[config.mk]
export PLATFORM = sky130hd
export DESIGN_NAME = spi_byte_master
export DESIGN_NICKNAME = d
export VERILOG_FILES = /design/src/rtl/spim_pkg.sv /design/src/rtl/spim_fifo.sv /design/src/rtl/spim_baud.sv /design/src/rtl/spim_shifter.sv /design/src/rtl/spi_byte_master.sv
export SDC_FILE = /design/constraint.sdc
export NUM_CORES = 1
export LEC_CHECK = 0
export ABC_CLOCK_PERIOD_IN_PS = 7300
export CELL_PAD_IN_SITES_DETAIL_PLACEMENT = 1
export CELL_PAD_IN_SITES_GLOBAL_PLACEMENT = 1
export CORE_UTILIZATION = 52
export CTS_BUF_LIST = sky130_fd_sc_hd__clkbuf_8 sky130_fd_sc_hd__clkbuf_16
export CTS_CLUSTER_DIAMETER = 80
export DETAILED_ROUTE_END_ITERATION = 16
export GPL_ROUTABILITY_DRIVEN = 0
export GPL_TIMING_DRIVEN = 0
export PLACE_DENSITY_LB_ADDON = 0.12
export REMOVE_ABC_BUFFERS = 1
export SETUP_SLACK_MARGIN = 0.2
export SLEW_MARGIN = 40
export SYNTH_ARGS = -nofsm -noshare
export SYNTH_HDL_FRONTEND = slang
export SYNTH_SLANG_ARGS = --single-unit
[constraint.sdc]
create_clock -name clk -period 7.3 [get_ports clk]
set_input_delay 0.73 -clock clk [delete_from_list [all_inputs] [get_ports clk]]
set_output_delay 0.73 -clock clk [all_outputs]
set_load 0.05 [all_outputs]
[src/rtl/spim_pkg.sv]
package spim_pkg;

    localparam int CHAR_W         = 8;
    localparam int EDGES_PER_CHAR = 2 * CHAR_W;
    localparam int EDGE_CNT_W     = $clog2(EDGES_PER_CHAR);

    typedef enum logic {
        SH_IDLE = 1'b0,
        SH_RUN  = 1'b1
    } sh_state_e;

    typedef struct packed {
        logic lsb_first;
        logic cpol;
        logic cpha;
    } spim_mode_t;

    typedef struct packed {
        logic rx_ovf;
        logic rx_valid;
        logic tx_free;
        logic tx_idle;
    } spim_stat_t;

    // Insert one received bit into the partial character.
    function automatic logic [CHAR_W-1:0] spim_shift_in(
        input logic [CHAR_W-1:0] cur,
        input logic              b,
        input logic              lsb_first
    );
        return lsb_first ? {b, cur[CHAR_W-1:1]} : {cur[CHAR_W-2:0], b};
    endfunction

    // Advance the transmit register by one bit.
    function automatic logic [CHAR_W-1:0] spim_shift_out(
        input logic [CHAR_W-1:0] cur,
        input logic              lsb_first
    );
        return lsb_first ? {1'b0, cur[CHAR_W-1:1]} : {cur[CHAR_W-2:0], 1'b0};
    endfunction

    // Bit currently presented on the line.
    function automatic logic spim_line_bit(
        input logic [CHAR_W-1:0] cur,
        input logic              lsb_first
    );
        return lsb_first ? cur[0] : cur[CHAR_W-1];
    endfunction

endpackage

[src/rtl/spim_fifo.sv]
module spim_fifo #(
    parameter int W     = 8,
    parameter int DEPTH = 4
) (
    input  logic         clk,
    input  logic         rst,
    input  logic         push,
    input  logic [W-1:0] din,
    input  logic         pop,
    output logic [W-1:0] dout,
    output logic         full,
    output logic         empty
);
    localparam int PW = (DEPTH > 1) ? $clog2(DEPTH) : 1;
    localparam int CW = $clog2(DEPTH + 1);

    logic [W-1:0]  mem [DEPTH];
    logic [PW-1:0] wp, rp;
    logic [CW-1:0] cnt;
    logic          do_push, do_pop;

    function automatic logic [PW-1:0] ptr_inc(input logic [PW-1:0] p);
        return (p == PW'(DEPTH - 1)) ? '0 : p + 1'b1;
    endfunction

    assign full    = (cnt == CW'(DEPTH));
    assign empty   = (cnt == '0);
    assign do_pop  = pop && !empty;
    // A pop in the same cycle frees the slot a push needs.
    assign do_push = push && (!full || do_pop);
    assign dout    = mem[rp];

    always_ff @(posedge clk) begin
        if (do_push) begin
            mem[wp] <= din;
        end
    end

    always_ff @(posedge clk) begin
        if (rst) begin
            wp  <= '0;
            rp  <= '0;
            cnt <= '0;
        end else begin
            if (do_push) wp <= ptr_inc(wp);
            if (do_pop)  rp <= ptr_inc(rp);
            case ({do_push, do_pop})
                2'b10:   cnt <= cnt + 1'b1;
                2'b01:   cnt <= cnt - 1'b1;
                default: cnt <= cnt;
            endcase
        end
    end

endmodule

[src/rtl/spim_baud.sv]
module spim_baud #(
    parameter int DIV_W = 8
) (
    input  logic             clk,
    input  logic             rst,
    input  logic             run,
    input  logic [DIV_W-1:0] div,
    output logic             tick
);
    logic [DIV_W-1:0] cnt;

    assign tick = run && (cnt == div);

    always_ff @(posedge clk) begin
        if (rst || !run || cnt == div) begin
            cnt <= '0;
        end else begin
            cnt <= cnt + 1'b1;
        end
    end

endmodule

[src/rtl/spim_shifter.sv]
module spim_shifter
    import spim_pkg::*;
(
    input  logic              clk,
    input  logic              rst,
    input  spim_mode_t        mode,
    input  logic              tick,
    input  logic              tx_avail,
    input  logic [CHAR_W-1:0] tx_byte,
    input  logic              miso,
    output logic              tx_take,
    output logic              rx_done,
    output logic [CHAR_W-1:0] rx_byte,
    output logic              mosi,
    output logic              sclk_raw,
    output logic              busy
);
    sh_state_e             state;
    logic [EDGE_CNT_W-1:0] hcnt;
    logic [CHAR_W-1:0]     txs, rxs, rx_next;
    logic                  sclk_q, edge_now, last_edge, lead_edge, sample_now, shift_now;

    assign busy      = (state == SH_RUN);
    assign edge_now  = busy && tick;
    assign lead_edge = !hcnt[0];
    assign last_edge = (hcnt == EDGE_CNT_W'(EDGES_PER_CHAR - 1));

    // Phase 0: sample on leading edges, change on trailing edges (except the last).
    // Phase 1: change on leading edges (except the first), sample on trailing edges.
    assign sample_now = edge_now && (mode.cpha ? !lead_edge : lead_edge);
    assign shift_now  = edge_now && (mode.cpha ? (lead_edge && hcnt != '0)
                                               : (!lead_edge && !last_edge));

    assign rx_next  = sample_now ? spim_shift_in(rxs, miso, mode.lsb_first) : rxs;
    assign rx_done  = edge_now && last_edge;
    assign rx_byte  = rx_next;
    assign tx_take  = tx_avail && (!busy || (edge_now && last_edge));
    assign mosi     = spim_line_bit(txs, mode.lsb_first);
    assign sclk_raw = sclk_q;

    always_ff @(posedge clk) begin
        if (rst) begin
            state  <= SH_IDLE;
            hcnt   <= '0;
            txs    <= '0;
            rxs    <= '0;
            sclk_q <= 1'b0;
        end else begin
            if (edge_now) begin
                sclk_q <= ~sclk_q;
                hcnt   <= hcnt + 1'b1;
                rxs    <= rx_next;
                if (shift_now) txs <= spim_shift_out(txs, mode.lsb_first);
                if (last_edge) state <= SH_IDLE;
            end
            if (tx_take) begin
                txs    <= tx_byte;
                rxs    <= '0;
                hcnt   <= '0;
                sclk_q <= 1'b0;
                state  <= SH_RUN;
            end
        end
    end

endmodule

[src/rtl/spi_byte_master.sv]
module spi_byte_master
    import spim_pkg::*;
#(
    parameter int FIFO_DEPTH = 4,
    parameter int DIV_W      = 8
) (
    input  logic             clk,
    input  logic             rst,
    input  logic [DIV_W-1:0] cfg_div,
    input  logic             cfg_cpol,
    input  logic             cfg_cpha,
    input  logic             cfg_lsb_first,
    input  logic             wr_en,
    input  logic [7:0]       wr_data,
    input  logic             rd_en,
    output logic [7:0]       rd_data,
    input  logic             stat_w1c_ovf,
    output logic [3:0]       status,
    output logic             irq_rx_ovf,
    output logic             sclk,
    output logic             mosi,
    input  logic             miso
);
    spim_mode_t        mode;
    spim_stat_t        stat;
    logic              tx_full, tx_empty, tx_take;
    logic [CHAR_W-1:0] tx_head;
    logic              rx_full, rx_empty, rx_done;
    logic [CHAR_W-1:0] rx_head, rx_byte;
    logic              tick, busy, sclk_raw, drop, ovf_q, irq_q;

    assign mode = '{lsb_first: cfg_lsb_first, cpol: cfg_cpol, cpha: cfg_cpha};

    spim_fifo #(.W(CHAR_W), .DEPTH(FIFO_DEPTH)) u_txq (
        .clk(clk), .rst(rst),
        .push(wr_en), .din(wr_data),
        .pop(tx_take), .dout(tx_head),
        .full(tx_full), .empty(tx_empty)
    );

    spim_fifo #(.W(CHAR_W), .DEPTH(FIFO_DEPTH)) u_rxq (
        .clk(clk), .rst(rst),
        .push(rx_done), .din(rx_byte),
        .pop(rd_en), .dout(rx_head),
        .full(rx_full), .empty(rx_empty)
    );

    spim_baud #(.DIV_W(DIV_W)) u_baud (
        .clk(clk), .rst(rst), .run(busy), .div(cfg_div), .tick(tick)
    );

    spim_shifter u_shift (
        .clk(clk), .rst(rst), .mode(mode), .tick(tick),
        .tx_avail(!tx_empty), .tx_byte(tx_head), .miso(miso),
        .tx_take(tx_take), .rx_done(rx_done), .rx_byte(rx_byte),
        .mosi(mosi), .sclk_raw(sclk_raw), .busy(busy)
    );

    // A full queue only drops when no read frees a slot in the same cycle.
    assign drop = rx_done && rx_full && !rd_en;

    always_ff @(posedge clk) begin
        if (rst) begin
            ovf_q <= 1'b0;
            irq_q <= 1'b0;
        end else begin
            irq_q <= drop;
            if (drop) begin
                ovf_q <= 1'b1;
            end else if (stat_w1c_ovf) begin
                ovf_q <= 1'b0;
            end
        end
    end

    assign stat.tx_idle  = tx_empty && !busy;
    assign stat.tx_free  = !tx_full;
    assign stat.rx_valid = !rx_empty;
    assign stat.rx_ovf   = ovf_q;

    assign status     = stat;
    assign irq_rx_ovf = irq_q;
    assign rd_data    = rx_empty ? '0 : rx_head;
    assign sclk       = sclk_raw ^ cfg_cpol;

endmodule

# == After elaboration in Yosys (flattened, before gate mapping) ==
# Memory sizes are Yosys's and may differ from the RTL's. A register that Yosys moved wholly into a read port is not among the register bits.
# Index checks and enable logic that the tools add are counted.
# Widths: inputs -> output; s select.
# totals
mem_bits_rw,64
word_cells,109
regBits,46
mem_count,2
# mem_list
name,depth,width,read_ports,rd_clocked_by_memory_dff,wr,line,text
u_rxq.mem,4,8,1,1,1,spim_fifo.sv:17,logic [W-1:0] mem [DEPTH];
u_txq.mem,4,8,1,1,1,spim_fifo.sv:17,
# op_classes
n_addsub,10
reduce_logical,40
n_mux,29
n_eq_ne,12
bitwise,2
# op_table
op,count
$mux 8,7
$mux 2,8
$logic_and 1x1->1,15
$eq 2x2->1 const B,6
$mux 1,12
$pmux 3 s2,2
$reduce_bool 2->1,6
$add 2x1->2 const B,4
$add 8x1->8 const B,1
$eq 8x8->1,1
$logic_not 1->1,8
$add 3x1->3 const B,2
$eq 3x3->1 const B,2
$logic_not 3->1,2
$sub 3x1->3 const B,2
$logic_or 1x1->1,5
$add 4x1->4 const B,1
$eq 2x1->1 const B,2
$eq 4x4->1 const B,1
$reduce_and 2->1,2
$reduce_bool 4->1,1
$reduce_or 2->1,1
$not 1->1,1
$xor 1x1->1,1

# == Longest topological paths before layout ==
# depth
word_depth,11
mapped_depth,12
depth_no_buf,11

# == Cells and area by module ==
# From an unflattened synthesis, not the netlist that was laid out.
# unflattened
cells_unflattened,423
hier_area_um2,5335.1
# modules_own_cells
module,n_inst,area_per_inst_um2,seq_area_each_um2,cells_each
spim_fifo at u_rxq,1,1740.4,1141.1,108
spim_fifo at u_txq,1,1649.1,1141.1,94
spim_shifter,1,1322.5,440.4,154
spim_baud,1,476.7,160.2,47
spi_byte_master,1,146.4,40.0,20

# == Least setup slack after synthesis ==
# OpenSTA, ideal clock, no wires.
# synth_path
kind,input-to-reg
from,in cfg_div[4]
to,reg u_txq.cnt[1]
setup_time_ns,0.087
arrival_time_ns,2.676
slack_ns,4.537
cell_stages,9
path_buffers,1
path_cell_list,xnor2_1 -> and4_1 -> buf_6 -> a31oi_4 -> or3_1 -> fa_1 -> mux2i_1 -> o221ai_1 -> o31ai_1
# synth_via
elab_chain_cells,11
elab_cells_between_ends,13
cone_classes,3 x eq/ne; 1 x mux; 9 x reduce/logical
# synth_rtl
item,line,text
from (decl),spi_byte_master.sv:9,"input logic [DIV_W-1:0] cfg_div,"
$eq 8x8->1 (*),spim_baud.sv:12,assign tick = run && (cnt == div);
$logic_and 1x1->1 (*),spim_baud.sv:12,
$logic_and 1x1->1 (*),spim_shifter.sv:24,assign edge_now = busy && tick;
$logic_and 1x1->1 (*),spim_shifter.sv:37,assign tx_take = tx_avail && (!busy || (edge_now && last_edge));
$logic_or 1x1->1 (*),spim_shifter.sv:37,
$logic_and 1x1->1 (*),spim_shifter.sv:37,
$logic_and 1x1->1 (*),spim_fifo.sv:28,assign do_pop = pop && !empty;
$logic_or 1x1->1,spim_fifo.sv:30,assign do_push = push && (!full || do_pop);
$logic_and 1x1->1,spim_fifo.sv:30,
$eq 2x1->1 or $eq 2x2->1 (tied branches),spim_fifo.sv:47,"case ({do_push, do_pop})"
$pmux 3 s2 or $reduce_bool 2->1 (tied branches),--,
to (signal assigned),spim_fifo.sv:48,2'b10: cnt <= cnt + 1'b1;
to (signal assigned),spim_fifo.sv:49,2'b01: cnt <= cnt - 1'b1;
to (signal assigned),spim_fifo.sv:50,default: cnt <= cnt;
to (decl),spim_fifo.sv:19,logic [CW-1:0] cnt;
# Mark *: on every way between the ends. The rest lies on a longest branch, timed or not.
# A chain may end at the register's enable or synchronous reset.

# == Worst setup path after layout ==
# layout_path
from,in cfg_lsb_first
to,out mosi
# layout_via
elab_chain_cells,1
# layout_rtl
item,line,text
from (decl),spi_byte_master.sv:12,"input logic cfg_lsb_first,"
$mux 1,spim_pkg.sv:47,return lsb_first ? cur[0] : cur[CHAR_W-1];
to (decl),spi_byte_master.sv:21,"output logic mosi,"
# Every way passes these cells.

==> summary.json <==
{
  "run_status": "finished, final reports clean",
  "die-width_um": 102,
  "vdd_ir_drop_max_uv": 197,
  "number_of_global_route_vias_before_repair": 3499,
  "grt_setup_unrepaired": "false",
  "critical_path.endpoint_type": "primary output",
  "yosysSeqAreaShare": 0.559,
  "synth_top_flop_cell": "sky130_fd_sc_hd__edfxtp_1",
  "drv_cap": 0,
  "worstPathCellList": "clkdlybuf4s50_1, mux2_2, clkdlybuf4s50_1",
  "crit_required_ns": 6.57,
  "placement_rows": 36,
  "dp_worst_setup_slack_ns": 3.57,
  "route.detailed.wl_per_inst_um": 19.5,
  "floorplan.initialDensity": 0.535,
  "port_buffers": 39,
  "yosysUniqueCellTypes": 57,
  "synth_fa_ha_area_frac": 0.0412,
  "detailed_route_drc_error_count": 0,
  "full_die_area_um2": 10500,
  "drive_above_1_share": 0.183,
  "placed_cell_area_um2": 5690,
  "number_of_antenna_violations_at_the_first_check_in_global_routing": 0,
  "drtAntennaViolNets": 0,
  "worst-slew-pin-transition_ns": 0.677,
  "grt_max_degree": 20,
  "cts.repair.resized": 0,
  "crit_path_max_fanout": 17,
  "num_vias": 3263,
  "num_antenna_cells": 0,
  "synthesis.instances": 394,
  "synthArstFlopShare": 0,
  "hold_viol_final": 0,
  "critical_path_class": "input pin to primary output",
  "detail_route.first_pass.iterations": 4,
  "muxShareOfSynthArea": 0.142,
  "setup-violations-final": 0,
  "layout_commonest_cell": "sky130_fd_sc_hd__edfxtp_1",
  "core_area_um2": 9770,
  "clock_tree_from_tritoncts": "done",
  "cts_setup_buffers": 0,
  "crit-reg2reg-launch": "u_baud.cnt[0]",
  "chipHeight_um": 102,
  "max_freq_ghz": 0.287,
  "maxSlewHeadroom": 0.547,
  "critical_path_arrival_ns": 2.75,
  "ctsHoldBuffers": 0,
  "htreeDepth": 4,
  "clk_root_buffer_cell": "sky130_fd_sc_hd__clkbuf_8",
  "synthDominantCellAreaShare": 0.368,
  "postRouteWirelength_um": 11300,
  "synth.area.top_cells": "sky130_fd_sc_hd__edfxtp_1, sky130_fd_sc_hd__dfxtp_1, sky130_fd_sc_hd__mux4_2",
  "gr-usage-all-layers": 0.237,
  "syn2layout_area_growth_pct": 19.7,
  "multi_input_comb_area_um2": 2140,
  "area.sequential_um2": 2920,
  "layout_setup_ws_ns": 3.82,
  "layout_common_cells": "sky130_fd_sc_hd__edfxtp_1, sky130_fd_sc_hd__dfxtp_1, sky130_fd_sc_hd__clkdlybuf4s50_1",
  "critical_path.max_stage_delay_ns": 0.90,
  "fin_tns_setup_ns": 0,
  "final.period_utilization": 0.477,
  "n_fill_cell": 958,
  "synth_top_family_by_area": "multiplexers",
  "cts.sinks": 114,
  "insertion_delay_ns": 0.53,
  "crit_slowest_cell": "sky130_fd_sc_hd__clkdlybuf4s50_1",
  "post_synth_xor_area_fraction": 0.0402,
  "post-synth-top-area-cell": "sky130_fd_sc_hd__edfxtp_1",
  "maxSlewViolCount": 0,
  "post_synth_instance_area_um2": 5230,
  "dr.first_iter.drc_count": 135,
  "min_period_ns": 3.48,
  "cts_buf_count": 17,
  "hpwl_um": 7660,
  "timing.critical_path.from": "cfg_lsb_first",
  "worst_clock_skew_ns": 0.0123,
  "synth-edff-count": 64,
  "cpMostUsedCell": "sky130_fd_sc_hd__clkdlybuf4s50_1",
  "syn_area_per_cell_um2": 13.3,
  "critPathLaunchType": "input pin",
  "vias_per_std_cell": 5.63,
  "synth-compound-area-share": 0.0692,
  "holdCritPathClass": "flop to flop",
  "nets": 475,
  "global_route_wire_length_before_repair_um": 17700,
  "synth_seq_cells": 114,
  "post-route-cell-area_um2": 6260,
  "clk_pin_slew_ns": 0.05,
  "cellPowerDensity_nw_per_um2": 315,
  "cts-root-to-sink-buffers": 2,
  "io-pin-count": 40,
  "gr-total-overflow": 0,
  "cellLeakagePower_nw": 2.26,
  "yosysWarnings": 0,
  "synth-simple-area-share": 0.118,
  "hold_path_start": "u_txq.wp[1]"
}
flip-flops by register name (all words and copies together), names as in the netlist, named ones only:
signal and flops:
u_shift.txs 8, u_rxq.wp 2, u_shift.sclk_raw 1, u_txq.cnt 3, u_baud.cnt 8, u_rxq.mem 32
u_txq.mem 32, u_txq.wp 2, u_rxq.cnt 3, ovf_q 1, u_shift.busy 1, u_shift.hcnt 4
irq_rx_ovf 1, u_shift.rxs 8, u_rxq.rp 2, u_txq.rp 2
synth_stat cells (all sizes together), types with 2 or more instances:
library cell,number
nand3b,2
a21oi,12
mux2,24
mux4,16
fa,2
nand2,15
and3,7
o22ai,6
o21ai,5
xor2,11
nand4,6
dfxtp,50
xnor2,13
ha,14
nand3,12
a211oi,2
nor4,3
mux2i,11
and4,2
a31oi,3
inv,17
clkbuf,10
edfxtp,64
or3,4
nor2,25
buf,8
and2,13
nor2b,9
or4,2
a21o,2
nor3,4
o31ai,4
a311o,2
final cells by class:
cell class,count,area share
repair buffers,39,0.0616
inverters,17,0.0102
flip-flops and latches,114,0.467
clock inverters,15,0.0256
multi-input cells,245,0.343
clock buffers,17,0.0662
well taps,133,0.0266
path summary, 6_finish.rpt:
| check | endpoint | slack, ns | cells past startpoint |
|---|---|---|---|
| worst max-delay path | mosi | 3.82 | 3 |
| worst min-delay path | u_txq.wp[1] | 0.51 | 2 |
| worst max register to register | u_txq.cnt[2] | 4.29 | 9 |
| worst min register to register | u_txq.wp[1] | 0.51 | 2 |
stage by stage:
stage / std cells / utilization / power, mW / hold WS, ns
2_1_floorplan: 376 / - / 1.06 / 0.447
3_3_place_gp: 548 / 0.582 / 1.16 / 0.468
3_5_place_dp: 548 / 0.582 / 1.18 / 0.506
4_1_cts: 580 / 0.641 / 1.99 / 0.516
5_1_grt: 580 / 0.640 / 2.04 / 0.532
6_report: 580 / 0.640 / 1.97 / 0.509
cells by family after synthesis:
group | count (synthesis)
buffers and inverters | 35
multiplexers | 51
AO/OA/AOI/OAI | 44
XOR/XNOR | 24
AND/OR/NAND/NOR | 110
adder cells (fa/ha/maj) | 16
flip-flops | 114
worst max-delay path: cells and delay by family:
family | cells | cell delay (ns)
mux | 1 | 0.41
buf+inv | 2 | 1.60
power breakdown:
part	total [mW]	internal (mW)	switching (mW)
logic	0.369	0.159	0.210
registers	0.800	0.733	0.0679
clock network	0.799	0.487	0.312
total	1.97	1.38	0.590
layer usage:
metal  global-route usage  part of all wire
met3               0.0622             0.026
met5                    0                 0
met4                0.107             0.018
met1                0.250              0.40
met2                0.442              0.56
No activity file was read; power rests on OpenSTA's default activity.
